==> src/rtl/dacif_pkg.sv <==
package dacif_pkg;
    localparam int FRAME_W = 16;
    localparam int CMD_W   = 4;
    localparam int DATA_W  = 12;

    typedef enum logic [1:0] {
        SDO_FULL = 2'd0,
        SDO_WEAK = 2'd1,
        SDO_OPEN = 2'd2,
        SDO_OFF  = 2'd3
    } sdo_mode_e;

    // Field order matches data bits [11:7] of a configuration write
    typedef struct packed {
        sdo_mode_e mode;
        logic      chain;
        logic      clr_mid;
        logic      rise_edge;
    } ctrl_t;

    localparam logic [CMD_W-1:0] CMD_NOP  = 4'd0;
    localparam logic [CMD_W-1:0] CMD_CTRL = 4'd13;
endpackage

==> src/rtl/dacif_shifter.sv <==
module dacif_shifter
    import dacif_pkg::*;
(
    input  logic               clk_i,
    input  logic               rst_ni,
    input  logic               sclk_i,
    input  logic               cs_n_i,
    input  logic               sdi_i,
    input  logic               rise_edge_i,
    input  logic               chain_i,
    output logic               shift_o,
    output logic               cs_rise_o,
    output logic               frm_vld_o,
    output logic [FRAME_W-1:0] frm_word_o,
    output logic               chain_bit_o
);
    localparam int CNT_W = $clog2(FRAME_W + 2);
    localparam logic [CNT_W-1:0] CNT_FULL = CNT_W'(FRAME_W);
    localparam logic [CNT_W-1:0] CNT_OVER = CNT_W'(FRAME_W + 1);

    typedef struct packed {
        logic               sclk;
        logic               cs_n;
        logic [FRAME_W-1:0] sreg;
        logic [CNT_W-1:0]   cnt;
    } shf_t;

    shf_t s_d, s_q;
    logic rise, fall, samp, cs_fall, cs_rise;

    always_comb begin
        s_d      = s_q;
        s_d.sclk = sclk_i;
        s_d.cs_n = cs_n_i;
        rise     = sclk_i & ~s_q.sclk;
        fall     = ~sclk_i & s_q.sclk;
        samp     = ~cs_n_i & (rise_edge_i ? rise : fall);
        cs_fall  = ~cs_n_i & s_q.cs_n;
        cs_rise  = cs_n_i & ~s_q.cs_n;
        if (cs_fall) begin
            s_d.sreg = '0;
            s_d.cnt  = '0;
        end else if (samp) begin
            s_d.sreg = {s_q.sreg[FRAME_W-2:0], sdi_i};
            if (s_q.cnt != CNT_OVER) begin
                s_d.cnt = s_q.cnt + 1'b1;
            end
        end
    end

    always_ff @(posedge clk_i or negedge rst_ni) begin
        if (!rst_ni) begin
            s_q <= '{sclk: 1'b1, cs_n: 1'b1, sreg: '0, cnt: '0};
        end else begin
            s_q <= s_d;
        end
    end

    assign shift_o     = samp;
    assign cs_rise_o   = cs_rise;
    assign frm_vld_o   = cs_rise & ((s_q.cnt == CNT_FULL) | (chain_i & (s_q.cnt == CNT_OVER)));
    assign frm_word_o  = s_q.sreg;
    assign chain_bit_o = s_q.sreg[FRAME_W-1];
endmodule

==> src/rtl/dacif_regs.sv <==
module dacif_regs
    import dacif_pkg::*;
#(
    parameter int NCH = 2,
    parameter int RES = 12
) (
    input  logic               clk_i,
    input  logic               rst_ni,
    input  logic               frm_vld_i,
    input  logic [FRAME_W-1:0] frm_word_i,
    input  logic               clr_n_i,
    output ctrl_t              ctrl_o,
    output logic [NCH*RES-1:0] dac_o,
    output logic               rb_en_o,
    output logic [FRAME_W-1:0] rb_word_o
);
    localparam logic [RES-1:0] MID = RES'(1) << (RES - 1);

    typedef logic [NCH-1:0][RES-1:0] chan_arr_t;
    typedef struct packed {
        ctrl_t     ctrl;
        chan_arr_t inr;
        chan_arr_t dac;
    } reg_t;

    reg_t r_d, r_q;
    logic [CMD_W-1:0] cmd;
    logic [RES-1:0]   code;
    logic [NCH-1:0]   upd_hit, ld_hit, rd_hit;
    logic [DATA_W-1:0] rb_al;
    logic             frm_unused;

    assign cmd        = frm_word_i[FRAME_W-1 -: CMD_W];
    assign code       = frm_word_i[DATA_W-1 -: RES];
    assign frm_unused = ^frm_word_i[6:0];

    for (genvar g = 0; g < NCH; g++) begin : g_dec
        assign upd_hit[g] = frm_vld_i & (cmd == CMD_W'(1 + 3 * g));
        assign rd_hit[g]  = frm_vld_i & (cmd == CMD_W'(2 + 3 * g));
        assign ld_hit[g]  = frm_vld_i & (cmd == CMD_W'(3 + 3 * g));
    end

    always_comb begin
        r_d = r_q;
        if (frm_vld_i && cmd == CMD_CTRL) begin
            r_d.ctrl = ctrl_t'(frm_word_i[11:7]);
        end
        for (int c = 0; c < NCH; c++) begin
            if (upd_hit[c]) begin
                r_d.inr[c] = code;
                r_d.dac[c] = code;
            end
            if (ld_hit[c]) begin
                r_d.inr[c] = code;
            end
            if (!clr_n_i) begin
                r_d.dac[c] = r_q.ctrl.clr_mid ? MID : '0;
            end
        end
    end

    always_comb begin
        rb_al = '0;
        for (int c = 0; c < NCH; c++) begin
            if (rd_hit[c]) begin
                rb_al[DATA_W-1 -: RES] = r_q.inr[c];
            end
        end
    end

    always_ff @(posedge clk_i or negedge rst_ni) begin
        if (!rst_ni) begin
            r_q <= '0;
        end else begin
            r_q <= r_d;
        end
    end

    assign ctrl_o    = r_q.ctrl;
    assign dac_o     = r_q.dac;
    assign rb_en_o   = |rd_hit;
    assign rb_word_o = {{(FRAME_W-DATA_W){1'b0}}, rb_al};
endmodule

==> src/rtl/dacif_sdo.sv <==
module dacif_sdo
    import dacif_pkg::*;
(
    input  logic               clk_i,
    input  logic               rst_ni,
    input  logic               cs_n_i,
    input  logic               cs_rise_i,
    input  logic               shift_i,
    input  logic               load_en_i,
    input  logic [FRAME_W-1:0] load_word_i,
    input  logic               chain_i,
    input  logic               chain_bit_i,
    input  sdo_mode_e          mode_i,
    output logic               sdo_o,
    output logic               sdo_oe_o
);
    logic [FRAME_W-1:0] out_d, out_q;
    logic               bit_val;

    always_comb begin
        out_d = out_q;
        if (cs_rise_i) begin
            out_d = load_en_i ? load_word_i : '0;
        end else if (shift_i) begin
            out_d = {out_q[FRAME_W-2:0], 1'b0};
        end
    end

    always_ff @(posedge clk_i or negedge rst_ni) begin
        if (!rst_ni) begin
            out_q <= '0;
        end else begin
            out_q <= out_d;
        end
    end

    assign bit_val = chain_i ? chain_bit_i : out_q[FRAME_W-1];

    always_comb begin
        unique case (mode_i)
            SDO_FULL, SDO_WEAK: sdo_oe_o = ~cs_n_i;
            SDO_OPEN:           sdo_oe_o = ~cs_n_i & ~bit_val;
            default:            sdo_oe_o = 1'b0;
        endcase
    end

    assign sdo_o = bit_val;
endmodule

==> src/rtl/dacif_top.sv <==
module dacif_top
    import dacif_pkg::*;
#(
    parameter int NCH = 2,
    parameter int RES = 12
) (
    input  logic               clk_i,
    input  logic               rst_ni,
    input  logic               sclk_i,
    input  logic               cs_n_i,
    input  logic               sdi_i,
    input  logic               clr_n_i,
    output logic               sdo_o,
    output logic               sdo_oe_o,
    output logic [NCH*RES-1:0] dac_code_o
);
    ctrl_t              ctrl_q;
    logic               shift, cs_rise, frm_vld, chain_bit, rb_en;
    logic [FRAME_W-1:0] frm_word, rb_word;

    dacif_shifter u_shf (
        .clk_i       (clk_i),
        .rst_ni      (rst_ni),
        .sclk_i      (sclk_i),
        .cs_n_i      (cs_n_i),
        .sdi_i       (sdi_i),
        .rise_edge_i (ctrl_q.rise_edge),
        .chain_i     (ctrl_q.chain),
        .shift_o     (shift),
        .cs_rise_o   (cs_rise),
        .frm_vld_o   (frm_vld),
        .frm_word_o  (frm_word),
        .chain_bit_o (chain_bit)
    );

    dacif_regs #(.NCH(NCH), .RES(RES)) u_regs (
        .clk_i      (clk_i),
        .rst_ni     (rst_ni),
        .frm_vld_i  (frm_vld),
        .frm_word_i (frm_word),
        .clr_n_i    (clr_n_i),
        .ctrl_o     (ctrl_q),
        .dac_o      (dac_code_o),
        .rb_en_o    (rb_en),
        .rb_word_o  (rb_word)
    );

    dacif_sdo u_sdo (
        .clk_i       (clk_i),
        .rst_ni      (rst_ni),
        .cs_n_i      (cs_n_i),
        .cs_rise_i   (cs_rise),
        .shift_i     (shift),
        .load_en_i   (rb_en),
        .load_word_i (rb_word),
        .chain_i     (ctrl_q.chain),
        .chain_bit_i (chain_bit),
        .mode_i      (ctrl_q.mode),
        .sdo_o       (sdo_o),
        .sdo_oe_o    (sdo_oe_o)
    );
endmodule

==> config.mk <==
export PLATFORM = sky130hd
export DESIGN_NAME = dacif_top
export DESIGN_NICKNAME = d
export VERILOG_FILES = /design/src/rtl/dacif_pkg.sv /design/src/rtl/dacif_shifter.sv /design/src/rtl/dacif_regs.sv /design/src/rtl/dacif_sdo.sv /design/src/rtl/dacif_top.sv
export SDC_FILE = /design/constraint.sdc
export NUM_CORES = 1
export LEC_CHECK = 0
export BUFFER_PORTS_ARGS = -buffer_cell sky130_fd_sc_hd__buf_4
export CAP_MARGIN = 15
export CORE_UTILIZATION = 45
export DETAILED_ROUTE_END_ITERATION = 8
export HOLD_SLACK_MARGIN = 0.15
export SLEW_MARGIN = 20
export SYNTH_ARGS = -nofsm -noshare
export SYNTH_HDL_FRONTEND = slang
export SYNTH_SLANG_ARGS = --single-unit
==> constraint.sdc <==
create_clock -name clk_i -period 2.2 [get_ports clk_i]
set_input_delay 0.55 -clock clk_i [delete_from_list [all_inputs] [get_ports clk_i]]
set_output_delay 0.55 -clock clk_i [all_outputs]
set_load 0.1 [all_outputs]
## Word-level counts from Yosys, hierarchy flattened

Cells that the tools add are included.

| operators by class | value |
|---|---|
| mux-type cells | 18 |
| reduce and logical (&&, ||, !) cells | 10 |
| bitwise operators | 20 |
| $add $sub $neg | 1 |
| equal/unequal tests | 14 |

Operators by type and width:

| kind | number |
|---|---|
| 12-bit two-way mux | 10 |
| 21-bit two-way mux | 2 |
| 16-bit two-way mux | 2 |
| 1-bit bitwise AND | 14 |
| 4-bit by 3-bit equality test with 1-bit output, second input constant | 3 |
| 5-bit equality test, second input constant | 2 |
| 2-bit nonzero test | 5 |
| 4-bit by 2-bit equality test with 1-bit output, second input constant | 2 |
| 5-bit by 1-bit adder with 5-bit output, second input constant | 1 |
| 5-bit two-way mux | 1 |
| 5-bit != test, second input constant | 1 |
| 1-bit NOT | 5 |
| 4-bit by 1-bit equality test with 1-bit output, second input constant | 1 |
| 4-bit equality test, second input constant | 1 |
| 2-bit by 1-bit != test with 1-bit output, second input constant | 2 |
| 2-bit OR reduction | 2 |
| 2-bit by 1-bit equality test with 1-bit output, second input constant | 1 |
| 2-bit equality test, second input constant | 1 |
| 2-bit zero test | 1 |
| 1-bit two-way mux | 2 |
| 1-bit one-hot mux with 2 select lines | 1 |
| 2-bit AND reduction | 1 |
| 1-bit logical AND | 1 |
| 1-bit OR | 1 |

| word-level totals | value |
|---|---|
| logic and storage cells | 76 |
| register bits after elaboration | 92 |

## Depth between registers and ports, before layout

Gate-level depths: netlist of the first run.

| logic depth | value |
|---|---|
| word-level depth | 9 |
| mapped depth | 7 |

## By module

From an unflattened synthesis of the first run, not the netlist that was laid out.

| second synthesis, totals | value |
|---|---|
| cells, all modules | 376 |
| area, all modules | 4,493.1 um^2 |

Modules (own cells, without submodules):

| module | area an instance (um^2) | cells each | times used |
|---|---|---|---|
| dacif_regs | 2,413.6 | 183 | 1 |
| dacif_shifter | 1,280.0 | 134 | 1 |
| dacif_sdo | 799.5 | 59 | 1 |

## Least setup slack after synthesis of the first run

No wires, ideal clock.

| timing path | value |
|---|---|
| path kind | flip-flop to output port |
| start | reg u_regs.r_q, in the netlist u_regs.ctrl_o[2] |
| end | out sdo_oe_o |
| buffers on the path | 0 |
| arrival | 2.431 ns |
| cell stages (with the launch flop) | 4 |
| slack | -0.781 ns |
| required time | 1.650 ns |
| cell sequence | dfrtp_1 > mux2_2 > o21a_1 > nor2_1 |

| on the way | value |
|---|---|
| word-level cells in the longest chain between the ends | 4 |

Ends and longest elaborated chain:

| element | line | text |
|---|---|---|
| start, declared | dacif_regs.sv:26 | `reg_t r_d, r_q;` |
| start signal, assigned | dacif_regs.sv:75 | `r_q <= r_d;` |
| 1-bit two-way mux | dacif_sdo.sv:37 | `assign bit_val = chain_i ? chain_bit_i : out_q[FRAME_W-1];` |
| named net sdo_o | dacif_top.sv:13 | `output logic sdo_o,` |
| 1-bit NOT | dacif_sdo.sv:42 | `SDO_OPEN: sdo_oe_o = ~cs_n_i & ~bit_val;` |
| 1-bit bitwise AND | dacif_sdo.sv:42 |  |
| 1-bit one-hot mux with 2 select lines | dacif_sdo.sv:40 | `unique case (mode_i)` |
| end, declared | dacif_top.sv:14 | `output logic sdo_oe_o,` |

The timed path passes the listed nets, and every way through them passes these cells.

## Final worst setup path of the first run

| timing path | value |
|---|---|
| start | reg u_regs.r_q, in the netlist u_regs.ctrl_o[2] |
| end | out sdo_oe_o |

| on the way | value |
|---|---|
| word-level cells in the longest chain between the ends | 4 |

Ends and longest elaborated chain:

| element | line |
|---|---|
| 1-bit two-way mux | dacif_sdo.sv:37 |
| 1-bit NOT | dacif_sdo.sv:42 |
| 1-bit bitwise AND | dacif_sdo.sv:42 |
| 1-bit one-hot mux with 2 select lines | dacif_sdo.sv:40 |

Every way passes these cells.

==> summary.md, run 1 <==
| Metric | Value |
|---|---|
| Status | `finished clean` |
| Top cell type's share of synthesized area | `0.5351` |
| Largest net degree at the start of global routing | `74` |
| Crit path kind | `reg -> out` |
| Post-Syn Area | `4209 um2` |
| Initial DRC Count | `174` |
| NetSw | `733.4 uW` |
| FF+latch area | `2305 um2` |
| Placed insts | `464` |
| Min Tclk post-route | `2121 ps` |
| Top-Level Pins | `32` |
| Total track usage | `0.1942` |
| # setup viols final | `0` |
| Setup TNS after final layout | `0 ps` |
| Port bufs | `31` |
| VDD IR max | `0.0004091 V` |
| Async SR Flop Fraction | `1.000` |
| Diode count | `0` |
| Post-placement setup slack | `170.3 ps` |
| Die X | `98.72 um` |
| Yosys warns | `0` |
| Core Footprint | `8891 um2` |
| Avg Vias per Cell | `5.474` |
| Clock Pin Slew Worst Setup and Hold Paths | `90 ps` |
| Filler instances | `796` |
| Row Count | `34` |
| Power Internal | `2164 uW` |
| Worst Slack Setup Final | `78.72 ps` |
| Worst hold-check path type | `in -> reg` |
| Sequential fraction of the synthesis area | `0.5476` |
| Post-synth net total | `364` |
| GRT overflow | `0` |
| Antenna violations before repair | `0` |
| Synthesis-to-layout area growth | `10.52%` |
| RSZ-0062 raised after global routing | `false` |
| Skew final | `14.29 ps` |
| Post-synthesis simple-gate area fraction | `0.1344` |
| Worst setup SP type | `flop` |
| Crit. End Element | `output port` |
| Die Ht | `98.72 um` |
| Worst EP required | `1650 ps` |
| Top cells by area, synth | `dfrtp_1, mux2_2, mux2i_1` |
| Clk_lat worst skew | `360 ps` |
| Clock Power Share | `0.359` |
| Synth Area in Compound Gates | `0.09602` |
| Drt drc | `0` |
| Via count | `2644` |
| Final Slew Violations | `0` |
| Multi-input gate area | `1632 um2` |
| H-tree levels | `3` |
| Pre-Repair DR Iteration Count | `4` |
| Initial Utilization | `0.4734` |
| Final period utilization | `0.9642` |
| Cell variety after synth | `43` |
| Switching Fraction | `0.2532` |
| Sequential share of power | `0.590` |
| F_max | `471.4 MHz` |
| EDFF count, synth | `0` |
| Relative slew slack | `0.7395` |
| Largest family of logic cells by synthesized area | `multiplexers` |
| TritonCTS clock tree | `yes` |
| Xor and xnor area share after synthesis | `0.004162` |
| Max Cap Violations | `0` |
| Slew @ Worst Pin | `390.7 ps` |
| Syn avg cell area | `11.86 um2` |
| Post-synthesis mux area share | `0.1415` |
| CTS max path bufs | `2` |
| Detailed Route WL | `8428 um` |
| Most common cell in the synthesized netlist | `dfrtp_1` |
| Largest area contributor in the netlist | `dfrtp_1` |
| Layout Cells excl Fill | `483` |
| Data arrival time of the worst path | `1570 ps` |
| Post-Synth Adder-Cell Area | `0.008918` |
| Nets | `379` |
| Synth Instances | `355` |
| DP Wirelength | `5289 um` |
| Pwr per Cell Area | `622.8 nW/um2` |
| Static leakage | `0.002324 uW` |
| Crit path max fanout | `3` |
| Hold Vio Cnt, Final | `0` |
| Seq cells post-synth | `92` |
| Die Area | `9745 um2` |
| Routability cong. | `0.7495` |
| First-pass GRT wire length | `14280 um` |
| WL/cell | `17.45 um` |
| CTS root buffer | `clkbuf_8` |
| Part of the power in combinational logic | `0.051` |
| Number of global-route vias before repair | `2715` |
| Num CTS Buffers | `9` |
| Top_reg_cell synth | `dfrtp_1` |
| Sink Count | `92` |
| Share of cells above drive strength 1 | `0.2667` |
| Antenna Nets Post-Route | `0` |
| Synth top cells by count | `dfrtp_1, nand2_1, buf_4, nor2b_1, mux2i_1` |
cell families (layout without fill, tap and decap cells):
logic type                 Yosys count  after routing
xor gates and xnor gates             2              2
buffers and inverters               46             66
and+or+nand+nor                    104            104
muxes                               52             52
DFF                                 92             92
AOI/OAI and AO/OA                   56             56
adders and majority gates            3              3
layout by cell type (no fill, tap or decap), types with 3 or more instances in the layout:
master | synthesis | routed
dfrtp_1 | 90 | 90
nand2_1 | 44 | 44
buf_4 | 24 | 43
nor2b_1 | 24 | 24
mux2i_1 | 22 | 22
a21oi_1 | 20 | 20
mux2_2 | 20 | 19
mux2_4 | 10 | 11
nand3_1 | 11 | 11
a22o_1 | 11 | 11
a221o_1 | 11 | 11
clkbuf_8 | 0 | 9
o21ai_0 | 4 | 4
inv_1 | 3 | 3
nand2b_1 | 3 | 3
nor3b_1 | 3 | 3
ha_1 | 3 | 3
clkinvlp_4 | 0 | 3
buf_12 | 0 | 3
critical path, stage by stage (launching register included):
cell and delay (ps):
dfrtp_1 420, mux2_4 320, o21a_1 200, nor2_4 100
buf_12 180
state kept, by name (all words and copies together), names as in the netlist:
| name | count |
|---|---|
| u_sdo.out_q | 16 |
| u_shf.frm_word_o | 16 |
| u_regs.dac_o | 24 |
| u_shf.s_q | 7 |
| u_regs.ctrl_o | 5 |
| u_regs.r_q | 24 |
final cells by class:
type | instances | area share
clock buffers | 10 | 0.02743
clock inverters | 6 | 0.01049
inverters | 3 | 0.002421
multi-input cells | 217 | 0.3507
flip-flops and latches | 92 | 0.4954
well taps | 108 | 0.02905
repair buffers | 47 | 0.08445
worst paths after layout:
kind | from | to | slack [ps] | cells after the start
hold reg to reg | u_sdo.out_q[13]$_DFFE_PN0P_ | u_sdo.out_q[14]$_DFFE_PN0P_ | 480 | 2
setup reg to reg | u_shf.s_q[1]$_DFFE_PN0P_ | u_regs.r_q[36]$_DFFE_PN0P_ | 160 | 6
setup / recovery | u_regs.ctrl_o[2]$_DFFE_PN0P_ | sdo_oe_o | 80 | 4
hold / removal | sclk_i | u_shf.s_q[22]$_DFF_PN1_ | 300 | 1
max in group asynchronous | rst_ni | u_regs.r_q[36]$_DFFE_PN0P_ | 900 | 3
min in group asynchronous | rst_ni | u_shf.s_q[3]$_DFFE_PN0P_ | 620 | 2
power groups by stage:
stage | Combinational (uW) | Sequential (uW) | Clock (uW)
floorplan | 68.7 | 1740 | 0
global placement | 142 | 1740 | 0
detailed placement | 144 | 1740 | 0
CTS | 149 | 1710 | 1070
global route | 164 | 1710 | 1160
finish | 146 | 1710 | 1040
per-stage QoR:
step / util / area [um2] / hold slack, ps / power [uW]
floorplan: - / 4220 / 254.4 / 1808
global placement: 0.4992 / 4438 / 452.3 / 1884
detailed placement: 0.4992 / 4438 / 452.7 / 1887
CTS: 0.5215 / 4637 / 290.2 / 2932
global route: 0.5232 / 4652 / 281.9 / 3031
finish: 0.5232 / 4652 / 304.3 / 2897
what timing repair did:
| item | 4_1_cts | 5_1_grt |
|---|---|---|
| pin swaps | 0 | 1 |
| resized for setup | 3 | 0 |
| setup endpoints to repair | 1 | 1 |
| endpoints found under the hold margin | 17 | 0 |
| buffers inserted | 0 | 2 |
| hold buffers | 1 | 0 |
| gates cloned | 0 | 0 |
layer usage:
| layer | vias to the layer above | track usage | wire (um) |
|---|---|---|---|
| met5 | - | 0 | 0 |
| met4 | 0 | 0.07692 | 123 |
| met3 | 12 | 0.03121 | 188 |
| met2 | 35 | 0.2969 | 3772 |
| met1 | 1343 | 0.2789 | 4344 |
| li1 | 1254 | - | - |
(Power assumes the default switching activity.)
==> run 2, diff against run 1 <==
--- a/config.mk
+++ b/config.mk
@@ -8,9 +8,10 @@
 export BUFFER_PORTS_ARGS = -buffer_cell sky130_fd_sc_hd__buf_4
 export CAP_MARGIN = 15
 export CORE_UTILIZATION = 45
+export CTS_BUF_LIST = sky130_fd_sc_hd__clkbuf_4
 export DETAILED_ROUTE_END_ITERATION = 8
 export HOLD_SLACK_MARGIN = 0.15
-export SLEW_MARGIN = 20
+export SLEW_MARGIN = 10
 export SYNTH_ARGS = -nofsm -noshare
 export SYNTH_HDL_FRONTEND = slang
 export SYNTH_SLANG_ARGS = --single-unit
==> run 2 against run 1 <==
Compared with the run above: register-to-register slack is essentially flat; combinational power is essentially flat; fmax shrank 3.6%; final cell count is the same; die area is the same; first-iteration DRC count shrank 2.9%.
==> summary.md, run 2 (same netlist as run 1, synthesis figures left out) <==
| Metric | Value |
|---|---|
| Global-route track usage on met1 | `0.2803 (was 0.2789)` |
| Initial DRC Count | `169 (was 174)` |
| Sink Count | `92 (unchanged)` |
| Crit. End Element | `output port (unchanged)` |
| GRT busiest layer | `met2 (unchanged)` |
| Routability cong. | `0.7495 (unchanged)` |
| Synthesis-to-layout area growth | `9.275% (was 10.52%)` |
| Hold Vio Cnt, Final | `0 (unchanged)` |
| Crit-path cells | `mux2_4, o21a_1, nor2_4, buf_12 (unchanged)` |
| Initial Utilization | `0.4734 (unchanged)` |
| CTS root buffer | `clkbuf_4 (was clkbuf_8)` |
| WL/cell | `17.39 um (was 17.45 um)` |
| Worst setup SP type | `flop (unchanged)` |
| Die Ht | `98.72 um (unchanged)` |
| Number of global-route vias before repair | `2718 (was 2715)` |
| First-pass GRT wire length | `14300 um (was 14280 um)` |
| Data arrival time of the worst path | `1650 ps (was 1570 ps)` |
| Commonest non-fill, non-tap cells in the layout | `dfrtp_1, nand2_1, buf_4 (unchanged)` |
| Max Cap Violations | `0 (unchanged)` |
| Clock Pin Slew Worst Setup and Hold Paths | `150 ps (was 90 ps)` |
| Num CTS Buffers | `9 (unchanged)` |
| Share of cells above drive strength 1 | `0.2693 (was 0.2667)` |
| Crit path buffers/inverters | `1 (unchanged)` |
| Post-placement setup slack | `170.3 ps (unchanged)` |
| Worst Setup EP | `sdo_oe_o (unchanged)` |
| F_max | `454.6 MHz (was 471.4 MHz)` |
| Number of cells on the critical path | `4 (unchanged)` |
| Crit path kind | `reg -> out (unchanged)` |
| Clk_lat worst skew | `450 ps (was 360 ps)` |
| # setup viols final | `0 (unchanged)` |
| Via count | `2642 (was 2644)` |
| CTS max path bufs | `2 (unchanged)` |
| Final Slew Violations | `0 (unchanged)` |
| Drt drc | `0 (unchanged)` |
| Min Hold Slack | `205.7 ps (was 304.3 ps)` |
| Critical path's largest stage delay | `420 ps (about the same)` |
| Top-Level Pins | `32 (unchanged)` |
| Final Instance Area | `4599 um2 (was 4652 um2)` |
| Post-DP Area | `4438 um2 (unchanged)` |
| RSZ-0062 raised after global routing | `true (was false)` |
| GRT overflow | `0 (unchanged)` |
| Pwr per Cell Area | `591.2 nW/um2 (was 622.8 nW/um2)` |
| Diode count | `0 (unchanged)` |
| Worst Slack Setup Final | `0.3247 ps (was 78.72 ps)` |
| Die Area | `9745 um2 (unchanged)` |
| Slew @ Worst Pin | `390.8 ps (was 390.7 ps)` |
| Worst path slowest cell | `dfrtp_1 (unchanged)` |
| TritonCTS clock tree | `yes (unchanged)` |
| Skew final | `23.99 ps (was 14.29 ps)` |
| Crit path max fanout | `2 (was 3)` |
| R2R Path End | `u_regs.r_q[36]$_DFFE_PN0P_ (unchanged)` |
| Detailed Route WL | `8400 um (was 8428 um)` |
| Worst setup path start | `u_regs.ctrl_o[2]$_DFFE_PN0P_ (unchanged)` |
| Static leakage | `0.002304 uW (was 0.002324 uW)` |
| Reg2reg start | `u_shf.s_q[1]$_DFFE_PN0P_ (unchanged)` |
| Min Tclk post-route | `2200 ps (was 2121 ps)` |
| Worst EP required | `1650 ps (about the same)` |
| H-tree levels | `3 (unchanged)` |
| Avg Vias per Cell | `5.470 (was 5.474)` |
| Reg2Reg Depth | `6 (unchanged)` |
| Most common cell after layout, fill and taps aside | `dfrtp_1 (unchanged)` |
| Nets | `379 (unchanged)` |
| Port bufs | `31 (unchanged)` |
| Grt met3 use | `0.02908 (was 0.03121)` |
| Die X | `98.72 um (unchanged)` |
| Final core occ | `0.5173 (was 0.5232)` |
| VDD IR max | `0.0003191 V (was 0.0004091 V)` |
| Antenna Nets Post-Route | `0 (unchanged)` |
| Reg2Reg Setup Slack | `150 ps (was 160 ps)` |
| Status | `finished clean (unchanged)` |
| Final period utilization | `0.9999 (was 0.9642)` |
| Largest net degree at the start of global routing | `74 (unchanged)` |
| Grt met2 use | `0.2952 (was 0.2969)` |
| Pre-Repair DR Iteration Count | `4 (unchanged)` |
| Relative slew slack | `0.7395 (about the same)` |
| Worst hold-check path type | `in -> reg (unchanged)` |
| CP top delay family | `flip-flops (unchanged)` |
| Core Footprint | `8891 um2 (unchanged)` |
| Row Count | `34 (unchanged)` |
| Total track usage | `0.1956 (was 0.1942)` |
| Antenna violations before repair | `0 (unchanged)` |
| DP Wirelength | `5289 um (unchanged)` |
==> run 2: cell types whose count changed in the layout (fill, tap and decap cells not counted) <==
cell / previous run / this run
clkbuf_4: 0 / 10
clkbuf_8: 9 / 0
clkbuf_1: 1 / 0
==> run 2: how the worst min path moves through the flow <==
stage | from | endpoint | slack, ps | cells past startpoint
6_report | sclk_i | u_shf.s_q[22]$_DFF_PN1_ | 210 | 1
5_1_grt | sclk_i | u_shf.s_q[22]$_DFF_PN1_ | 170 | 1
4_1_cts | sclk_i | u_shf.s_q[22]$_DFF_PN1_ | 180 | 1
3_5_place_dp | u_sdo.out_q[14]$_DFFE_PN0P_ | u_sdo.out_q[15]$_DFFE_PN0P_ | 450 | 2
2_1_floorplan | rst_ni | u_regs.ctrl_o[0]$_DFFE_PN0P_ | 250 | 0
3_3_place_gp | u_sdo.out_q[12]$_DFFE_PN0P_ | u_sdo.out_q[13]$_DFFE_PN0P_ | 450 | 2
==> run 2: what timing repair did <==
item                                   in CTS  in global routing
setup endpoints to repair                   1                  1
hold buffers                                1                  0
gates resized for setup                     3                  0
pin swaps                                   2                  1
buffers inserted                            2                  0
endpoints found under the hold margin      17                  0
==> run 2: where the power goes <==
group / switching (uW) / internal, uW
Combinational: 100 / 46.1
Sequential: 10.5 / 1700
Clock: 609 / 253
==> run 2: area by class of cell <==
class	count	area, um2
clock buffer	10	75.07
sequential	92	2305
tap	108	135.1
clock inverter	6	48.80
multi-input combinational	217	1632
fill	795	4292
timing repair buffer	47	392.9
inverter	3	11.26
==> run 2: stage by stage <==
step,power (uW),cells,setup TNS (ps)
final,2719,483,0
after global routing,2847,483,-92.29
after CTS,2754,483,-45.70
after detailed placement,1887,464,0
after global placement,1884,464,0
after floorplan,1808,355,0
==> run 2: routing by layer <==
| layer | wire length (um) | up-vias |
|---|---|---|
| li1 | - | 1253 |
| met1 | 4247 | 1325 |
| met2 | 3728 | 49 |
| met3 | 247 | 15 |
| met4 | 176 | 0 |
| met5 | 0 | - |
==> run 2: worst register-to-register path, stage by stage, from the launching register on <==
cell and delay, ps:
dfrtp_1 430, inv_1 90, ha_1 200, a21o_1 190
nand3_2 140, or3b_4 550, mux2_4 330
==> run 3, diff against run 2 <==
--- a/config.mk
+++ b/config.mk
@@ -7,7 +7,7 @@
 export LEC_CHECK = 0
 export BUFFER_PORTS_ARGS = -buffer_cell sky130_fd_sc_hd__buf_4
 export CAP_MARGIN = 15
-export CORE_UTILIZATION = 45
+export CORE_UTILIZATION = 30
 export CTS_BUF_LIST = sky130_fd_sc_hd__clkbuf_4
 export DETAILED_ROUTE_END_ITERATION = 8
 export HOLD_SLACK_MARGIN = 0.15
==> run 3 against run 2 <==
Compared with the run above: total power grew 3.7%; global-route usage shrank 6.5 points; clock power grew 11%; count of clock-buffer cells in the layout shrank 1; sequential cell count is the same; combinational power is essentially flat; register-to-register slack is essentially flat; via count grew 2.0%.
==> summary.md, run 3 (same netlist as run 1, synthesis figures left out) <==
| Metric | Value |
|---|---|
| Share of cells above drive strength 1 | `0.2732 (was 0.2693)` |
| Status | `finished clean (unchanged)` |
| GRT overflow | `0 (unchanged)` |
| Largest net degree at the start of global routing | `37 (was 74)` |
| Pwr per Cell Area | `597.1 nW/um2 (was 591.2 nW/um2)` |
| Worst EP required | `1650 ps (about the same)` |
| Crit path max fanout | `2 (unchanged)` |
| Worst hold-check path type | `in -> reg (unchanged)` |
| Final Slew Violations | `0 (unchanged)` |
| Design Power | `2820 uW (was 2719 uW)` |
| Row Count | `42 (was 34)` |
| TritonCTS clock tree | `yes (unchanged)` |
| Max Cap Violations | `0 (unchanged)` |
| RSZ-0062 raised after global routing | `true (unchanged)` |
| Die Ht | `120.5 um (was 98.72 um)` |
| Initial DRC Count | `164 (was 169)` |
| Worst setup SP type | `flop (unchanged)` |
| Crit path kind | `reg -> out (unchanged)` |
| Filler instances | `1357 (was 795)` |
| CTS root buffer | `clkbuf_4 (unchanged)` |
| WL/cell | `15.84 um (was 17.39 um)` |
| Hold Vio Cnt, Final | `0 (unchanged)` |
| # setup viols final | `0 (unchanged)` |
| Num CTS Buffers | `9 (unchanged)` |
| Static leakage | `0.002333 uW (was 0.002304 uW)` |
| Min Hold Slack | `208.8 ps (was 205.7 ps)` |
| DP Wirelength | `5709 um (was 5289 um)` |
| Relative slew slack | `0.6802 (was 0.7395)` |
| First-pass GRT wire length | `14750 um (was 14300 um)` |
| Antenna Nets Post-Route | `0 (unchanged)` |
| Drt drc | `0 (unchanged)` |
| Detailed Route WL | `8762 um (was 8400 um)` |
| Total track usage | `0.1306 (was 0.1956)` |
| Global-route track usage on met1 | `0.1909 (was 0.2803)` |
| Die Area | `14510 um2 (was 9745 um2)` |
| Die X | `120.5 um (was 98.72 um)` |
| Nets | `382 (was 379)` |
| Pre-Repair DR Iteration Count | `4 (unchanged)` |
| Most common cell after layout, fill and taps aside | `dfrtp_1 (unchanged)` |
| Final period utilization | `0.9989 (was 0.9999)` |
| VDD IR max | `0.0004064 V (was 0.0003191 V)` |
| Commonest non-fill, non-tap cells in the layout | `dfrtp_1, buf_4, nand2_1 (was dfrtp_1, nand2_1, buf_4)` |
| Synthesis-to-layout area growth | `12.22% (was 9.275%)` |
| Antenna violations before repair | `0 (unchanged)` |
| Initial Utilization | `0.3129 (was 0.4734)` |
| Min Tclk post-route | `2198 ps (was 2200 ps)` |
| Reg2Reg Setup Slack | `140 ps (was 150 ps)` |
| Routability cong. | `0.7930 (was 0.7495)` |
| Clk_lat worst skew | `450 ps (about the same)` |
| Crit. End Element | `output port (unchanged)` |
| Skew final | `19.45 ps (was 23.99 ps)` |
| CTS max path bufs | `2 (unchanged)` |
| F_max | `455.1 MHz (was 454.6 MHz)` |
| Slew @ Worst Pin | `479.6 ps (was 390.8 ps)` |
| Number of global-route vias before repair | `2704 (was 2718)` |
| Sink Count | `92 (unchanged)` |
| GRT busiest layer | `met2 (unchanged)` |
| Top-Level Pins | `32 (unchanged)` |
| Core Footprint | `13450 um2 (was 8891 um2)` |
| Via count | `2694 (was 2642)` |
| Avg Vias per Cell | `4.872 (was 5.470)` |
| Diode count | `0 (unchanged)` |
| Data arrival time of the worst path | `1650 ps (about the same)` |
| Grt met3 use | `0.02311 (was 0.02908)` |
| Port bufs | `31 (unchanged)` |
| Clock Pin Slew Worst Setup and Hold Paths | `140 ps (was 150 ps)` |
| H-tree levels | `3 (unchanged)` |
| Grt met2 use | `0.1961 (was 0.2952)` |
[run 3: per-stage QoR]
stage	cell area [um2]	cells	util	setup WS, ps	setup TNS, ps
5_1_grt	4723	553	0.3511	-77.97	-77.97
3_5_place_dp	4538	534	0.3373	143.4	0
3_3_place_gp	4538	534	0.3373	177.0	0
2_1_floorplan	4220	355	-	72.56	0
6_report	4723	553	0.3511	2.450	0
4_1_cts	4723	553	0.3511	-30.43	-30.43
[run 3: area by class of cell]
class                      count  area (um2)  share of cell area
inverter                       3       11.26            0.002384
timing repair buffer          50       415.4             0.08795
clock inverter                 6       72.57             0.01536
multi-input combinational    217        1632              0.3454
clock buffer                   9       67.56             0.01430
tap                          176       220.2             0.04662
sequential                    92        2305              0.4879
[run 3: final timing paths]
kind,from,to,cells past startpoint
min,sclk_i,u_shf.s_q[22]$_DFF_PN1_,1
max in group asynchronous,rst_ni,u_shf.s_q[22]$_DFF_PN1_,3
min in group asynchronous,rst_ni,u_regs.r_q[33]$_DFFE_PN0P_,2
max reg2reg,u_shf.s_q[1]$_DFFE_PN0P_,u_regs.r_q[42]$_DFFE_PN0P_,6
min reg2reg,u_sdo.out_q[14]$_DFFE_PN0P_,u_sdo.out_q[15]$_DFFE_PN0P_,2
max,u_regs.ctrl_o[2]$_DFFE_PN0P_,sdo_oe_o,4
[run 3: what timing repair did]
| item | 4_1_cts | 5_1_grt |
|---|---|---|
| resized for setup | 3 | 0 |
| pin swaps | 2 | 1 |
| hold endpoints to repair | 29 | 0 |
| hold buffers | 1 | 0 |
| setup buffers | 3 | 0 |
| endpoints found under the setup margin | 1 | 1 |
[run 3: metal layers]
layer,wire length [um],up-vias
li1,-,1258
met2,4057,58
met1,4240,1366
met5,0,-
met3,358,12
met4,106,0
[run 3: where the power goes]
group          total, uW  switching [uW]  internal [uW]  leakage [uW]
Clock                960             607            353     0.0000730
Combinational        149             100           48.5      0.000983
Sequential          1710            10.7           1700       0.00128
Total               2820             718           2100       0.00233
[run 3: worst max-delay path, stage by stage (launching register included)]
cell     delay, ps
dfrtp_1        420
mux2_4         310
o21a_1         200
nor2_4         100
buf_12         180
